$ cat config.mk
export PLATFORM = sky130hd
export DESIGN_NAME = pp_in_endpoint
export DESIGN_NICKNAME = d
export VERILOG_FILES = /design/src/rtl/pp_in_pkg.sv /design/src/rtl/pp_bank_store.sv /design/src/rtl/pp_bank_ctrl.sv /design/src/rtl/pp_tx_engine.sv /design/src/rtl/pp_in_endpoint.sv
export SDC_FILE = /design/constraint.sdc
export NUM_CORES = 1
export LEC_CHECK = 0
export ABC_AREA = 0
export BUFFER_PORTS_ARGS = -buffer_cell sky130_fd_sc_hd__buf_2
export CAP_MARGIN = 30
export CORE_MARGIN = 4
export CORE_UTILIZATION = 45
export DETAILED_ROUTE_END_ITERATION = 10
export GPL_TIMING_DRIVEN = 1
export SLEW_MARGIN = 10
export SYNTH_ARGS = -nofsm -noshare
export SYNTH_HDL_FRONTEND = slang
export SYNTH_SLANG_ARGS = --single-unit
$ cat constraint.sdc
create_clock -name clk -period 6.2 [get_ports clk]
set_clock_uncertainty 0.1 [all_clocks]
set_input_delay 0.62 -clock clk [delete_from_list [all_inputs] [get_ports clk]]
set_output_delay 0.62 -clock clk [all_outputs]
set_load 0.02 [all_outputs]
$ cat src/rtl/pp_in_pkg.sv
package pp_in_pkg;

    // Bus-side transaction engine states
    typedef enum logic [1:0] {
        ENG_IDLE   = 2'd0,
        ENG_DECIDE = 2'd1,
        ENG_STREAM = 2'd2,
        ENG_AWAIT  = 2'd3
    } eng_state_e;

    localparam int unsigned NUM_BANKS = 2;

endpackage

$ cat src/rtl/pp_bank_store.sv
module pp_bank_store #(
    parameter int unsigned DEPTH = 64,
    parameter int unsigned DW    = 8,
    localparam int unsigned AW   = $clog2(DEPTH)
) (
    input  logic          clk,
    input  logic          rst_n,
    input  logic          wr_en,
    input  logic          wr_bank,
    input  logic [AW-1:0] wr_addr,
    input  logic [DW-1:0] wr_data,
    input  logic          rd_en,
    input  logic          rd_bank,
    input  logic [AW-1:0] rd_addr,
    output logic [DW-1:0] rd_data
);
    import pp_in_pkg::*;

    logic [NUM_BANKS-1:0][DW-1:0] bank_word;
    logic [DW-1:0] rd_d, rd_q;

    for (genvar b = 0; b < NUM_BANKS; b++) begin : g_bank
        logic [DW-1:0] mem [DEPTH];

        always_ff @(posedge clk) begin
            if (wr_en && (wr_bank == 1'(b))) begin
                mem[wr_addr] <= wr_data;
            end
        end

        assign bank_word[b] = mem[rd_addr];
    end

    always_comb begin
        rd_d = rd_q;
        if (rd_en) begin
            rd_d = bank_word[rd_bank];
        end
    end

    always_ff @(posedge clk or negedge rst_n) begin
        if (!rst_n) begin
            rd_q <= '0;
        end else begin
            rd_q <= rd_d;
        end
    end

    assign rd_data = rd_q;

endmodule

$ cat src/rtl/pp_bank_ctrl.sv
module pp_bank_ctrl #(
    parameter int unsigned DEPTH = 64,
    localparam int unsigned AW   = $clog2(DEPTH),
    localparam int unsigned CW   = $clog2(DEPTH + 1)
) (
    input  logic          clk,
    input  logic          rst_n,
    input  logic          ep_enable,
    input  logic          fw_wr_en,
    input  logic          fw_set_ready,
    input  logic          fw_clr_cmpl,
    input  logic          ack_evt,
    output logic          wr_ok,
    output logic          wr_bank,
    output logic [AW-1:0] wr_addr,
    output logic          fill_bank,
    output logic          send_bank,
    output logic [1:0]    bank_ready,
    output logic [CW-1:0] send_count,
    output logic          send_ready,
    output logic          pid_odd,
    output logic          tx_cmpl,
    output logic          overflow
);
    import pp_in_pkg::*;

    typedef struct packed {
        logic [NUM_BANKS-1:0]         rdy;
        logic [NUM_BANKS-1:0][CW-1:0] cnt;
        logic                         fill;
        logic                         send;
        logic                         tog;
        logic                         cmpl;
        logic                         ovf;
    } ctrl_t;

    ctrl_t c_d, c_q;

    always_comb begin
        c_d   = c_q;
        wr_ok = 1'b0;
        if (!ep_enable) begin
            c_d = '0;
        end else begin
            if (fw_wr_en && !c_q.rdy[c_q.fill]) begin
                if (c_q.cnt[c_q.fill] == CW'(DEPTH)) begin
                    c_d.ovf = 1'b1;
                end else begin
                    wr_ok = 1'b1;
                    c_d.cnt[c_q.fill] = c_q.cnt[c_q.fill] + 1'b1;
                end
            end
            if (ack_evt) begin
                c_d.rdy[c_q.send] = 1'b0;
                c_d.cnt[c_q.send] = '0;
                c_d.send          = ~c_q.send;
                c_d.tog           = ~c_q.tog;
                c_d.cmpl          = 1'b1;
            end else if (fw_clr_cmpl) begin
                c_d.cmpl = 1'b0;
            end
            if (fw_set_ready && !c_q.rdy[c_q.fill]) begin
                c_d.rdy[c_q.fill] = 1'b1;
                c_d.fill          = ~c_q.fill;
            end
        end
    end

    always_ff @(posedge clk or negedge rst_n) begin
        if (!rst_n) begin
            c_q <= '0;
        end else begin
            c_q <= c_d;
        end
    end

    assign wr_bank    = c_q.fill;
    assign wr_addr    = c_q.cnt[c_q.fill][AW-1:0];
    assign fill_bank  = c_q.fill;
    assign send_bank  = c_q.send;
    assign bank_ready = c_q.rdy;
    assign send_count = c_q.cnt[c_q.send];
    assign send_ready = c_q.rdy[c_q.send];
    assign pid_odd    = c_q.tog;
    assign tx_cmpl    = c_q.cmpl;
    assign overflow   = c_q.ovf;


    ack_adv_chk: assert property (@(posedge clk) disable iff (!rst_n)
        (ack_evt && ep_enable) |=> (send_bank != $past(send_bank)) && tx_cmpl);


    tog_hold_chk: assert property (@(posedge clk) disable iff (!rst_n)
        (!ack_evt && ep_enable) |=> (pid_odd == $past(pid_odd)));


    ovf_sticky_chk: assert property (@(posedge clk) disable iff (!rst_n)
        (overflow && ep_enable) |=> overflow);


    dis_clear_chk: assert property (@(posedge clk) disable iff (!rst_n)
        !ep_enable |=> (bank_ready == 2'b00) && !pid_odd && !fill_bank);


    cnt_bound_chk: assert property (@(posedge clk) disable iff (!rst_n)
        send_count <= CW'(DEPTH));

endmodule

$ cat src/rtl/pp_tx_engine.sv
module pp_tx_engine #(
    parameter int unsigned DEPTH = 64,
    localparam int unsigned AW   = $clog2(DEPTH),
    localparam int unsigned CW   = $clog2(DEPTH + 1)
) (
    input  logic          clk,
    input  logic          rst_n,
    input  logic          ep_enable,
    input  logic          in_token,
    input  logic          host_ack,
    input  logic          host_timeout,
    input  logic          send_ready,
    input  logic [CW-1:0] send_count,
    input  logic          pid_odd,
    output logic          rd_en,
    output logic [AW-1:0] rd_addr,
    output logic          ack_evt,
    output logic          rsp_valid,
    output logic          rsp_is_data,
    output logic          rsp_pid,
    output logic          tx_valid,
    output logic          tx_last
);
    import pp_in_pkg::*;

    typedef struct packed {
        eng_state_e    st;
        logic [CW-1:0] idx;
        logic [CW-1:0] len;
        logic          rsp_v;
        logic          rsp_d;
        logic          rsp_p;
        logic          txv;
        logic          txl;
    } eng_t;

    eng_t e_d, e_q;
    logic last_byte;

    assign last_byte = (e_q.idx == (e_q.len - 1'b1));

    always_comb begin
        e_d       = e_q;
        e_d.rsp_v = 1'b0;
        e_d.txv   = 1'b0;
        e_d.txl   = 1'b0;
        ack_evt   = 1'b0;
        case (e_q.st)
            ENG_IDLE: begin
                if (in_token) begin
                    e_d.st = ENG_DECIDE;
                end
            end
            ENG_DECIDE: begin
                e_d.rsp_v = 1'b1;
                if (ep_enable && send_ready) begin
                    e_d.rsp_d = 1'b1;
                    e_d.rsp_p = pid_odd;
                    e_d.idx   = '0;
                    e_d.len   = send_count;
                    e_d.st    = (send_count == '0) ? ENG_AWAIT : ENG_STREAM;
                end else begin
                    e_d.rsp_d = 1'b0;
                    e_d.rsp_p = 1'b0;
                    e_d.st    = ENG_IDLE;
                end
            end
            ENG_STREAM: begin
                e_d.txv = 1'b1;
                e_d.txl = last_byte;
                e_d.idx = e_q.idx + 1'b1;
                if (last_byte) begin
                    e_d.st = ENG_AWAIT;
                end
            end
            ENG_AWAIT: begin
                if (host_ack) begin
                    ack_evt = 1'b1;
                    e_d.st  = ENG_IDLE;
                end else if (host_timeout) begin
                    e_d.st = ENG_IDLE;
                end
            end
            default: e_d.st = ENG_IDLE;
        endcase
        if (!ep_enable && (e_q.st == ENG_STREAM || e_q.st == ENG_AWAIT)) begin
            e_d.st  = ENG_IDLE;
            e_d.txv = 1'b0;
            e_d.txl = 1'b0;
            ack_evt = 1'b0;
        end
    end

    always_ff @(posedge clk or negedge rst_n) begin
        if (!rst_n) begin
            e_q <= '0;
        end else begin
            e_q <= e_d;
        end
    end

    assign rd_en       = (e_q.st == ENG_STREAM);
    assign rd_addr     = e_q.idx[AW-1:0];
    assign rsp_valid   = e_q.rsp_v;
    assign rsp_is_data = e_q.rsp_d;
    assign rsp_pid     = e_q.rsp_p;
    assign tx_valid    = e_q.txv;
    assign tx_last     = e_q.txl;


    rsp_pulse_chk: assert property (@(posedge clk) disable iff (!rst_n)
        rsp_valid |=> !rsp_valid);


    rsp_lat_chk: assert property (@(posedge clk) disable iff (!rst_n)
        (in_token && e_q.st == ENG_IDLE) |=> ##1 rsp_valid);


    nak_chk: assert property (@(posedge clk) disable iff (!rst_n)
        (e_q.st == ENG_DECIDE && !send_ready) |=> (rsp_valid && !rsp_is_data));


    last_in_pkt_chk: assert property (@(posedge clk) disable iff (!rst_n)
        tx_last |-> tx_valid);


    busy_ign_chk: assert property (@(posedge clk) disable iff (!rst_n)
        (e_q.st == ENG_STREAM || e_q.st == ENG_AWAIT) |=> (e_q.st != ENG_DECIDE));

endmodule

$ cat src/rtl/pp_in_endpoint.sv
module pp_in_endpoint #(
    parameter int unsigned DEPTH = 64,
    parameter int unsigned DW    = 8
) (
    input  logic          clk,
    input  logic          rst_n,
    input  logic          ep_enable,
    input  logic          irq_en,
    input  logic          fw_wr_en,
    input  logic [DW-1:0] fw_wr_data,
    input  logic          fw_set_ready,
    input  logic          fw_clr_cmpl,
    output logic          fill_bank,
    output logic [1:0]    bank_ready,
    output logic          tx_cmpl,
    output logic          overflow,
    output logic          irq,
    input  logic          in_token,
    input  logic          host_ack,
    input  logic          host_timeout,
    output logic          rsp_valid,
    output logic          rsp_is_data,
    output logic          rsp_pid,
    output logic          tx_valid,
    output logic [DW-1:0] tx_data,
    output logic          tx_last
);
    localparam int unsigned AW = $clog2(DEPTH);
    localparam int unsigned CW = $clog2(DEPTH + 1);

    logic          wr_ok, wr_bank, send_bank, send_ready, pid_odd, ack_evt, rd_en;
    logic [AW-1:0] wr_addr, rd_addr;
    logic [CW-1:0] send_count;

    pp_bank_ctrl #(.DEPTH(DEPTH)) u_ctrl (
        .clk        (clk),
        .rst_n      (rst_n),
        .ep_enable  (ep_enable),
        .fw_wr_en   (fw_wr_en),
        .fw_set_ready(fw_set_ready),
        .fw_clr_cmpl(fw_clr_cmpl),
        .ack_evt    (ack_evt),
        .wr_ok      (wr_ok),
        .wr_bank    (wr_bank),
        .wr_addr    (wr_addr),
        .fill_bank  (fill_bank),
        .send_bank  (send_bank),
        .bank_ready (bank_ready),
        .send_count (send_count),
        .send_ready (send_ready),
        .pid_odd    (pid_odd),
        .tx_cmpl    (tx_cmpl),
        .overflow   (overflow)
    );

    pp_bank_store #(.DEPTH(DEPTH), .DW(DW)) u_store (
        .clk     (clk),
        .rst_n   (rst_n),
        .wr_en   (wr_ok),
        .wr_bank (wr_bank),
        .wr_addr (wr_addr),
        .wr_data (fw_wr_data),
        .rd_en   (rd_en),
        .rd_bank (send_bank),
        .rd_addr (rd_addr),
        .rd_data (tx_data)
    );

    pp_tx_engine #(.DEPTH(DEPTH)) u_eng (
        .clk         (clk),
        .rst_n       (rst_n),
        .ep_enable   (ep_enable),
        .in_token    (in_token),
        .host_ack    (host_ack),
        .host_timeout(host_timeout),
        .send_ready  (send_ready),
        .send_count  (send_count),
        .pid_odd     (pid_odd),
        .rd_en       (rd_en),
        .rd_addr     (rd_addr),
        .ack_evt     (ack_evt),
        .rsp_valid   (rsp_valid),
        .rsp_is_data (rsp_is_data),
        .rsp_pid     (rsp_pid),
        .tx_valid    (tx_valid),
        .tx_last     (tx_last)
    );

    assign irq = tx_cmpl & irq_en;


    irq_follow_chk: assert property (@(posedge clk) disable iff (!rst_n)
        irq |-> (tx_cmpl && irq_en));

endmodule

Yosys cells after proc, flatten, opt, wreduce, memory -nomap -nowiden:

Memories as Yosys holds them, arrays and structs flattened.
Index checks and enable logic that the tools add are counted.
Widths: inputs -> output; s select.

* flip-flop bits (word level): 50
* bits in writable memories: 1024
* input bits: 18
* logic and storage cells: 123
* memories: 2

* $add $sub $neg: 3
* $lt $le $gt $ge: 4
* equal/unequal tests: 14
* muxes and demuxes: 56
* bitwise operators: 9
* reductions and logical operators: 18

Memory list
* u_store.g_bank[0].mem: depth 64, width 8, rd ports 1, clocked after memory_dff 0, wr ports 1, RTL line pp_bank_store.sv:23 `logic [DW-1:0] mem [DEPTH];`
* u_store.g_bank[1].mem: depth 64, width 8, rd ports 1, clocked after memory_dff 0, wr ports 1, RTL line pp_bank_store.sv:23

Operators with widths (count)
* $mux 14: 4
* $mux 7: 6
* $mux 16: 2
* $mux 1: 22
* $mux 2: 11
* $mux 21: 1
* $mux 8: 2
* $add 7x1->7 const B: 2
* $and 14x14->14: 1
* $bwmux 14: 1
* $demux 7 s1: 2
* $not 14->14: 1
* $pmux 7 s2: 1
* $ne 2x1->1 const B: 5
* $logic_and 1x1->1: 8
* $pmux 2 s4: 1
* $eq 7x7->1: 1
* $eq 7x7->1 const B: 1
* $logic_not 7->1: 1
* $sub 7x1->7 const B: 1
* $ne 3x1->1 const B: 2
* $reduce_and 2->1: 3
* $eq 2x2->1 const B: 2
* $lt 1x2->1 const B: 2
* other kinds (16): 21

Longest topological paths before layout:

Gate-level depths: netlist of the first run.

* word-level depth: 14
* depth in mapped cells: 11

Modules after synthesis:

Synthesis of the first run repeated with hierarchy kept, for this count alone.

* cell total of the unflattened synthesis: 2286
* area total of the unflattened synthesis: 43096.3 um2

By module, submodules not included
* pp_bank_store: instances 1, cells an instance 2008, area an instance 40530.1 um2, sequential area each 30949.7 um2
* pp_bank_ctrl: instances 1, cells an instance 149, area an instance 1383.8 um2, sequential area each 525.5 um2
* pp_tx_engine: instances 1, cells an instance 128, area an instance 1176.1 um2, sequential area each 525.5 um2
* pp_in_endpoint: instances 1, cells an instance 1, area an instance 6.3 um2, sequential area each 0.0 um2

Worst setup path after synthesis of the first run:

No wires, ideal clock.

* path type: register to register
* from: register u_ctrl.c_q, in the netlist u_ctrl.fill_bank
* to: memory u_store.g_bank[0].mem[14][0], enable pin
* library setup time: 0.370 ns
* data arrival time: 2.768 ns
* data required time: 5.730 ns
* setup slack: 2.962 ns
* stages on the path, launching flop included: 11
* path buffers: 2
* clock period less this slack: 3.238 ns
* cell sequence: dfrtp_1 buf_2 buf_2 mux2_2 inv_1 ha_1 o21ai_1 o21ai_0 nor4b_2 nand2_1 nor2_1

* longest elaborated chain between the ends: 9
* elaborated cells between the ends (all ways): 14
* those cells by class: eq/ne (1); mux (9); bitwise (1); reduce/logical (3)

RTL lines
* start: declaration: RTL line pp_bank_ctrl.sv:37 `ctrl_t c_d, c_q;`
* start signal: assignment: RTL line pp_bank_ctrl.sv:71 `c_q <= '0;`
* start signal: assignment: RTL line pp_bank_ctrl.sv:73 `c_q <= c_d;`
* $mux 7 (implied by the code) or $mux 1 (tied branches) (2 in series): RTL line pp_bank_ctrl.sv:46, pp_bank_ctrl.sv:45
* $eq 7x7->1 or $logic_not 1->1 (tied branches): RTL line pp_bank_ctrl.sv:46, pp_bank_ctrl.sv:45
* $mux 1 or $logic_and 1x1->1 (tied branches): RTL line pp_bank_ctrl.sv:46, pp_bank_ctrl.sv:45
* $mux 1: RTL line pp_bank_ctrl.sv:45 `if (fw_wr_en && !c_q.rdy[c_q.fill]) begin`
* $mux 1: RTL line pp_bank_ctrl.sv:42 `if (!ep_enable) begin`
* $logic_and 1x1->1: RTL line pp_bank_store.sv:26 `if (wr_en && (wr_bank == 1'(b))) begin`
* $mux 1: RTL line pp_bank_store.sv:26
* $mux 1 (implied by the code): RTL line pp_bank_store.sv:27 `mem[wr_addr] <= wr_data;`
* end: declaration: RTL line pp_bank_store.sv:23

Parallel ways exist; a longest one is shown, timed or not. The select of a mux whose other input is x is not followed.

Final worst setup path of the first run:

* from: register u_ctrl.c_q, in the netlist u_ctrl.fill_bank
* to: memory u_store.g_bank[0].mem[51][1], enable pin

The elaborated chain is that of the path after synthesis.

==> metrics.txt, run 1 <==
status finished clean; number of enable flip-flop cells after synthesis 1024; TritonCTS Buffers 108; setup tns final 0 ps; worst vdd ir 0.250 mV; FMAX 235 MHz; Detailed Routing Iterations Pass 1 5; Synth top area share 70.9%; hold_buf cts 1; Seq/Total Area, Yosys 73.8%; worst skew pair latency 690 ps; slowest stage delay, CP 890 ps; share of cells above drive strength 1 19.1%; RSZ-0062 raised after global routing no; register bit count reported by yosys 1074; unique cell type count in the Yosys netlist 71; post_cts resized 0; DR iter-0 viols 2443; fin. max-slew vios 0; clock buffer depth 3; CP arrival 4450 ps; DIE AREA 101000 um^2; Layout area overhead 11.2%; Routed WL 110 mm; total number of vias 22300; worst hold path type in2reg; post-synthesis async set-or-reset flop share 4.66%; CTS H-tree depth 3; total track usage 21.6%; PwrDens 383 nW/um^2; area leader, netlist edfxtp_1; post-layout min period 4250 ps; GPL Wtd Cong 0.847; Rel. slew slack 32.0%; clock slew at reported path FFs 60 ps; Final Core Density 50.6%; clock sink count 1074; Port Buffers 36; die boundary width 318 um; cells after synthesis 2303; # DRC 0; CTS root buf clkbuf_16; I/O pins 37; Avg WL per Cell 29.6 um; Post-synth top flop edfxtp_1; CTS tree built; post-route ant nets 0; Synthesis Warnings 0; WS Path Type reg2reg; Final Cycle Share 68.5%; DP Wirelength 68.3 mm; Rows 113; first-pass GRT wire length 160 mm; total congestion overflow 0; post-synthesis cell area 43300 um^2; antenna violations before repair 5; final setup fails 0; Initial Utilization 45.5%; drt via density 6.00; Core Region 95300 um^2; CP endpoint kind flop; Die Ht 318 um; number of max-cap violations 0; Area contributors post-synth edfxtp_1 (71%), mux4_2 (9.0%), mux2i_1 (4.2%); syn avg cell area 18.8 um^2; largest net degree at the start of global routing 140; Fin. Hold Viols 0; Slew @ Worst Pin 1020 ps; setup repair bufs after CTS 0; nets@finish 2384; Leak 15.2 nW; Req. time, crit path 6410 ps; syn_nets 2325; cells along the critical path mux2i_1 -> ha_1 -> o21ai_1 -> o21ai_0 -> nor4b_2 -> nand2_1 -> nor2_1; crit-path max FO 24; CP max stage cell dfrtp_1; startpoint types flop; vias in the first global route 22600
[cell usage in the layout (no fill, tap or decap), types with 7 or more instances in the layout]
cell type	n
a21oi_1	54
a22oi_1	7
and2_1	11
buf_2	28
buf_4	37
bufinv_16	12
clkbuf_1	15
clkbuf_16	108
clkinv_1	24
clkinv_2	27
dfrtp_1	46
edfxtp_1	1024
inv_1	9
mux2_2	19
mux2i_1	180
mux4_1	16
mux4_2	174
nand2_1	99
nand3_1	24
nand3b_1	10
nand4_1	9
nor2_1	214
nor2b_1	7
nor3_1	11
nor4_1	8
o211ai_1	10
o21ai_0	29
o21ai_1	11
o221ai_1	35
o22ai_1	31
xnor2_1	9
xor2_1	12
[state kept, by name (all words and copies together) (netlist names)]
register	flops
u_ctrl.overflow	1
u_eng.tx_valid	1
u_eng.rsp_is_data	1
u_ctrl.c_q	14
u_store.g_bank.mem	1024
u_ctrl.bank_ready	2
u_ctrl.tx_cmpl	1
u_eng.tx_last	1
u_ctrl.send_bank	1
u_eng.rsp_valid	1
u_eng.e_q	10
u_ctrl.fill_bank	1
u_eng.rd_addr	6
u_store.rd_data	8
u_eng.rsp_pid	1
u_ctrl.pid_odd	1
[synthesized netlist by cell type, types with 8 or more instances]
master    count
a21oi_1      54
and2_1       11
buf_12       17
buf_2        41
buf_4        13
buf_6         8
buf_8         9
clkbuf_1     36
dfrtp_1      50
edfxtp_1   1024
inv_1        10
mux2_2       19
mux2i_1     180
mux4_1       16
mux4_2      174
nand2_1     100
nand3_1      24
nand3b_1     10
nand4_1       9
nor2_1      214
nor2b_1       8
nor3_1       11
nor4_1        8
o211ai_1     10
o21ai_0      29
o21ai_1      13
o221ai_1     35
o22ai_1      31
xnor2_1       9
xor2_1       12
[power by group]
part           switching, mW  internal, mW  total [mW]
sequential             0.266          8.02        8.29
clock                   2.80          3.76        6.56
combinational           2.07          1.54        3.62
[logic make-up after synthesis]
kind of cell | Yosys count | share of synthesized area (%)
AO/OA/AOI/OAI | 249 | 4.10
XOR/XNOR | 21 | 0.424
multiplexers | 392 | 14.7
AND/OR/NAND/NOR | 423 | 4.34
buffers and inverters | 140 | 2.46
adder cells (fa/ha/maj) | 4 | 0.115
flip-flops | 1074 | 73.8
[path summary, 6_finish.rpt]
check	from	endpoint	slack, ps	depth (start not counted)
setup / recovery	u_ctrl.fill_bank	u_store.g_bank[0].mem[51][1]	1950	7
hold / removal	fw_clr_cmpl	u_ctrl.tx_cmpl	80	3
setup reg to reg	u_ctrl.fill_bank	u_store.g_bank[0].mem[51][1]	1950	7
hold reg to reg	u_ctrl.overflow	u_ctrl.overflow	390	1
max in group asynchronous	rst_n	u_eng.rd_addr[1]	4910	3
min in group asynchronous	rst_n	u_ctrl.overflow	500	3
[critical path, delay by kind of cell (launching register included)]
family                   cells  cell delay [ps]
AO/OA/AOI/OAI                2              500
adder cells (fa/ha/maj)      1              290
multiplexers                 1              350
flip-flops                   1              890
AND/OR/NAND/NOR              3             1710
[metrics by stage]
stage / hold slack (ps) / power, mW / std cells / area (um^2) / setup WS (ps)
floorplan: 224 / 11.2 / 2303 / 43300 / 2960
global placement: 363 / 12.0 / 3509 / 44500 / 2180
detailed placement: 374 / 12.1 / 3515 / 44600 / 2050
CTS: 41.1 / 18.6 / 3720 / 48200 / 1960
global route: 80.1 / 19.1 / 3721 / 48200 / 1640
finish: 81.1 / 18.5 / 3722 / 48200 / 1950
[routing by layer]
metal | global-route usage [%] | part of all wire [%] | vias up
met4 | 6.46 | 3.2 | 0
met3 | 4.52 | 8.3 | 190
met2 | 34.8 | 48 | 1041
met1 | 29.9 | 40 | 11700
li1 | - | - | 9448
met5 | 0 | 0 | -
[final cells by class]
type	instances	area [um^2]
well taps	1265	1580
multi-input cells	1089	10300
diodes	1	2.50
clock inverters	78	815
inverters	11	41.3
repair buffers	78	652
flip-flops and latches	1074	32000
clock buffers	126	2800
fillers	7624	47100
No activity file was read; power rests on OpenSTA's default activity.
==> run 2: changes to the inputs <==
- ABC_AREA: 0 -> 1
- clock period: 6.2 -> 4.12 ns (I/O delays scaled with it)
==> run 2 against run 1 <==
  * Largest cell class unchanged
  * Critical path depth is the same
  * Routed wire length grew 12%
  * Die area up 3.0%
==> metrics.txt, run 2 <==
FF-to-FF End u_store.g_bank[0].mem[60][3]; nets@finish 3933 (+65%); combinational share of power 28.1% (+8.5 points); setup tns final 0 ps (unchanged); Internal 20.3 mW (+52%); area leader, netlist edfxtp_1; final worst slack 760 ps (-1190 ps); worst vdd ir 0.412 mV (+65%); setup repair bufs after CTS 0 (unchanged); Initial Utilization 45.4% (-0.084 points); Fin. Hold Viols 0 (unchanged); dpl ws 796 ps (-1250 ps); worst hold path type in2reg; R2R depth 7 (unchanged); Rows 115 (+1.8%); post-synthesis cell area 44700 um^2 (+3.1%); most common cell in the netlist nand2_1; post-synthesis async set-or-reset flop share 4.66% (unchanged); startpoint types flop; Core Region 98400 um^2 (+3.3%); DR iter-0 viols 3420 (+40%); drt via density 5.59 (-6.8%); post-route ant nets 0 (unchanged); DP Wirelength 72.6 mm (+6.3%); CTS tree built; Synthesis Warnings 0 (unchanged); Final Cycle Share 81.6% (+13 points); Most flops, register u_store.g_bank.mem; DP Cell Count 5082 (+45%); Synth top area share 68.8% (-2.1 points); antenna violations before repair 1 (-4); cells along the critical path buf_4 -> nand2_1 -> o21ai_2 -> or2_1 -> nor2_4 -> nand2_1 -> nor2_1; fin. max-slew vios 0 (unchanged); Layout area overhead 11.5%; unique cell type count in the Yosys netlist 40 (-44%); post-layout min period 3360 ps (-887 ps); status finished clean; number of enable flip-flop cells after synthesis 1024 (unchanged); total track usage 23.4% (+1.9 points); syn_nets 3957 (+70%); Area contributors post-synth edfxtp_1 (69%), nand3_1 (11%), nand2_1 (10%); Hold Startpoint in_token; Rel. slew slack 38.8% (+6.8 points); most frequent cells in the layout nand2_1 (1206), edfxtp_1 (1024), nand3_1 (961); clock buffer depth 3 (unchanged); CP Launch Point u_ctrl.fill_bank; register bit count reported by yosys 1074 (unchanged); Routed WL 123 mm (+12%); Net Sw Frac 34.5% (+6.7 points); Switch Pwr 10.7 mW (+110%); CTS root buf clkbuf_16; Slew @ Worst Pin 918 ps (-98.9 ps); Final Non-Filler Cells 5290 (+42%); die boundary width 323 um (+1.5%); CP max stage cell nor2_1; clock sink count 1074 (unchanged); final setup fails 0 (unchanged); total number of vias 29600 (+32%); most common cell after layout, fill and taps aside nand2_1; Top Registers u_store.g_bank.mem x1024, u_ctrl.c_q x14, u_eng.e_q x10; DIE AREA 104000 um^2 (+3.0%); clock slew at reported path FFs 60 ps (about the same); Commonest cells post-synth nand2_1 (1206), edfxtp_1 (1024), nand3_1 (961); WS Path Type reg2reg; Reg-to-Reg Start u_ctrl.fill_bank; worst skew pair latency 680 ps (about the same); crit-path max FO 12 (-50%); Detailed Routing Iterations Pass 1 6 (+1); Fin Hold WS 43.5 ps (-37.5 ps); Worst R2R Setup Slack 760 ps (-1190 ps); RSZ-0062 raised after global routing no; number of max-cap violations 0 (unchanged); Worst Hold Depth 5 (+2); Crit path top cell by count nand2_1; Worst Hold End u_eng.e_q[19]; PwrDens 622 nW/um^2 (+62%); vias in the first global route 28600 (+27%); TritonCTS Buffers 108 (unchanged); CTS H-tree depth 3 (unchanged); sequential share of power 39.8% (-5.1 points); diodes inserted 0 (-1); post_cts resized 0 (unchanged); Seq/Total Area, Yosys 71.6% (-2.2 points); CP arrival 3560 ps (-890 ps); Port Buffers 36 (unchanged); slowest stage delay, CP 630 ps (-260 ps); total congestion overflow 0 (unchanged); I/O pins 37 (unchanged); CP endpoint kind flop; # DRC 0 (unchanged); FMAX 298 MHz (+26%); GPL Wtd Cong 0.901 (+6.3%); Die Ht 323 um (+1.5%); Req. time, crit path 4320 ps (-2090 ps); Leak 17.7 nW (+17%); part of the power in the clock network 32.1% (-3.4 points); Avg WL per Cell 23.3 um (-21%); largest net degree at the start of global routing 163 (+16%); max FFs per register 1024 (unchanged); cells after synthesis 3935 (+71%); first-pass GRT wire length 182 mm (+14%); syn avg cell area 11.4 um^2 (-40%); Post-synth top flop edfxtp_1; share of cells above drive strength 1 7.79% (-11 points)
## run 2: timing repair
action / 4_1_cts / 5_1_grt
setup endpoints to repair: 0 / 0
hold endpoints to repair: 30 / 0
hold buffers: 6 / 0
## run 2: kinds of logic (layout without fill, tap and decap cells)
family	Yosys count	in the layout	share of synthesized area, %
xor+xnor	10	10	0.196
buf+inv	361	429	3.68
simple gates	2396	2396	23.2
fa+ha+maj	4	4	0.112
flops	1074	1074	71.6
compound gates	90	90	1.19
## run 2: worst max path at each step
stage                                         to  slack, ps  cells past startpoint
finish              u_store.g_bank[0].mem[60][3]        760                      7
global route        u_store.g_bank[0].mem[60][2]        630                      7
CTS                 u_store.g_bank[0].mem[61][3]        790                      7
detailed placement  u_store.g_bank[0].mem[61][3]        800                      7
global placement    u_store.g_bank[0].mem[61][1]        860                      7
floorplan            u_store.g_bank[0].mem[4][0]       1440                      9
## run 2: power by group through the flow
stage / logic [mW] / registers (mW) / clock network (mW)
2_1_floorplan: 5.68 / 12.4 / 0
3_3_place_gp: 8.56 / 12.6 / 0
3_5_place_dp: 8.61 / 12.6 / 0
4_1_cts: 8.64 / 12.3 / 10.1
5_1_grt: 9.49 / 12.4 / 10.5
6_report: 8.70 / 12.3 / 9.94
## run 2: per-stage QoR
step	cell area (um^2)	utilization [%]	power [mW]
2_1_floorplan	44700	-	18.1
3_3_place_gp	46200	46.9	21.1
3_5_place_dp	46200	46.9	21.2
4_1_cts	49800	50.6	31.0
5_1_grt	49800	50.6	32.4
6_report	49800	50.6	31.0
## run 2: layout make-up
type | instances | area [um^2]
clock buffer | 148 | 2980
clock inverter | 54 | 613
fill | 8764 | 48600
inverter | 113 | 449
multi-input combinational | 2500 | 11000
sequential | 1074 | 32000
tap | 1287 | 1610
timing repair buffer | 114 | 1110
## run 2: per-layer routing
metal  vias to the layer above  global-route usage (%)  part of all wire [%]
met1                     14400                    33.8                    43
met2                      1297                    36.8                    46
met4                         0                    7.39                   3.0
met3                       215                    3.75                   8.0
met5                         -                       0                     0
li1                      13700                       -                     -
## run 2: worst max-delay path, delay by kind of cell, from the launching register on
family,cells,cell delay (ps)
simple gates,5,1940
flops,1,570
buf+inv,1,280
compound gates,1,100
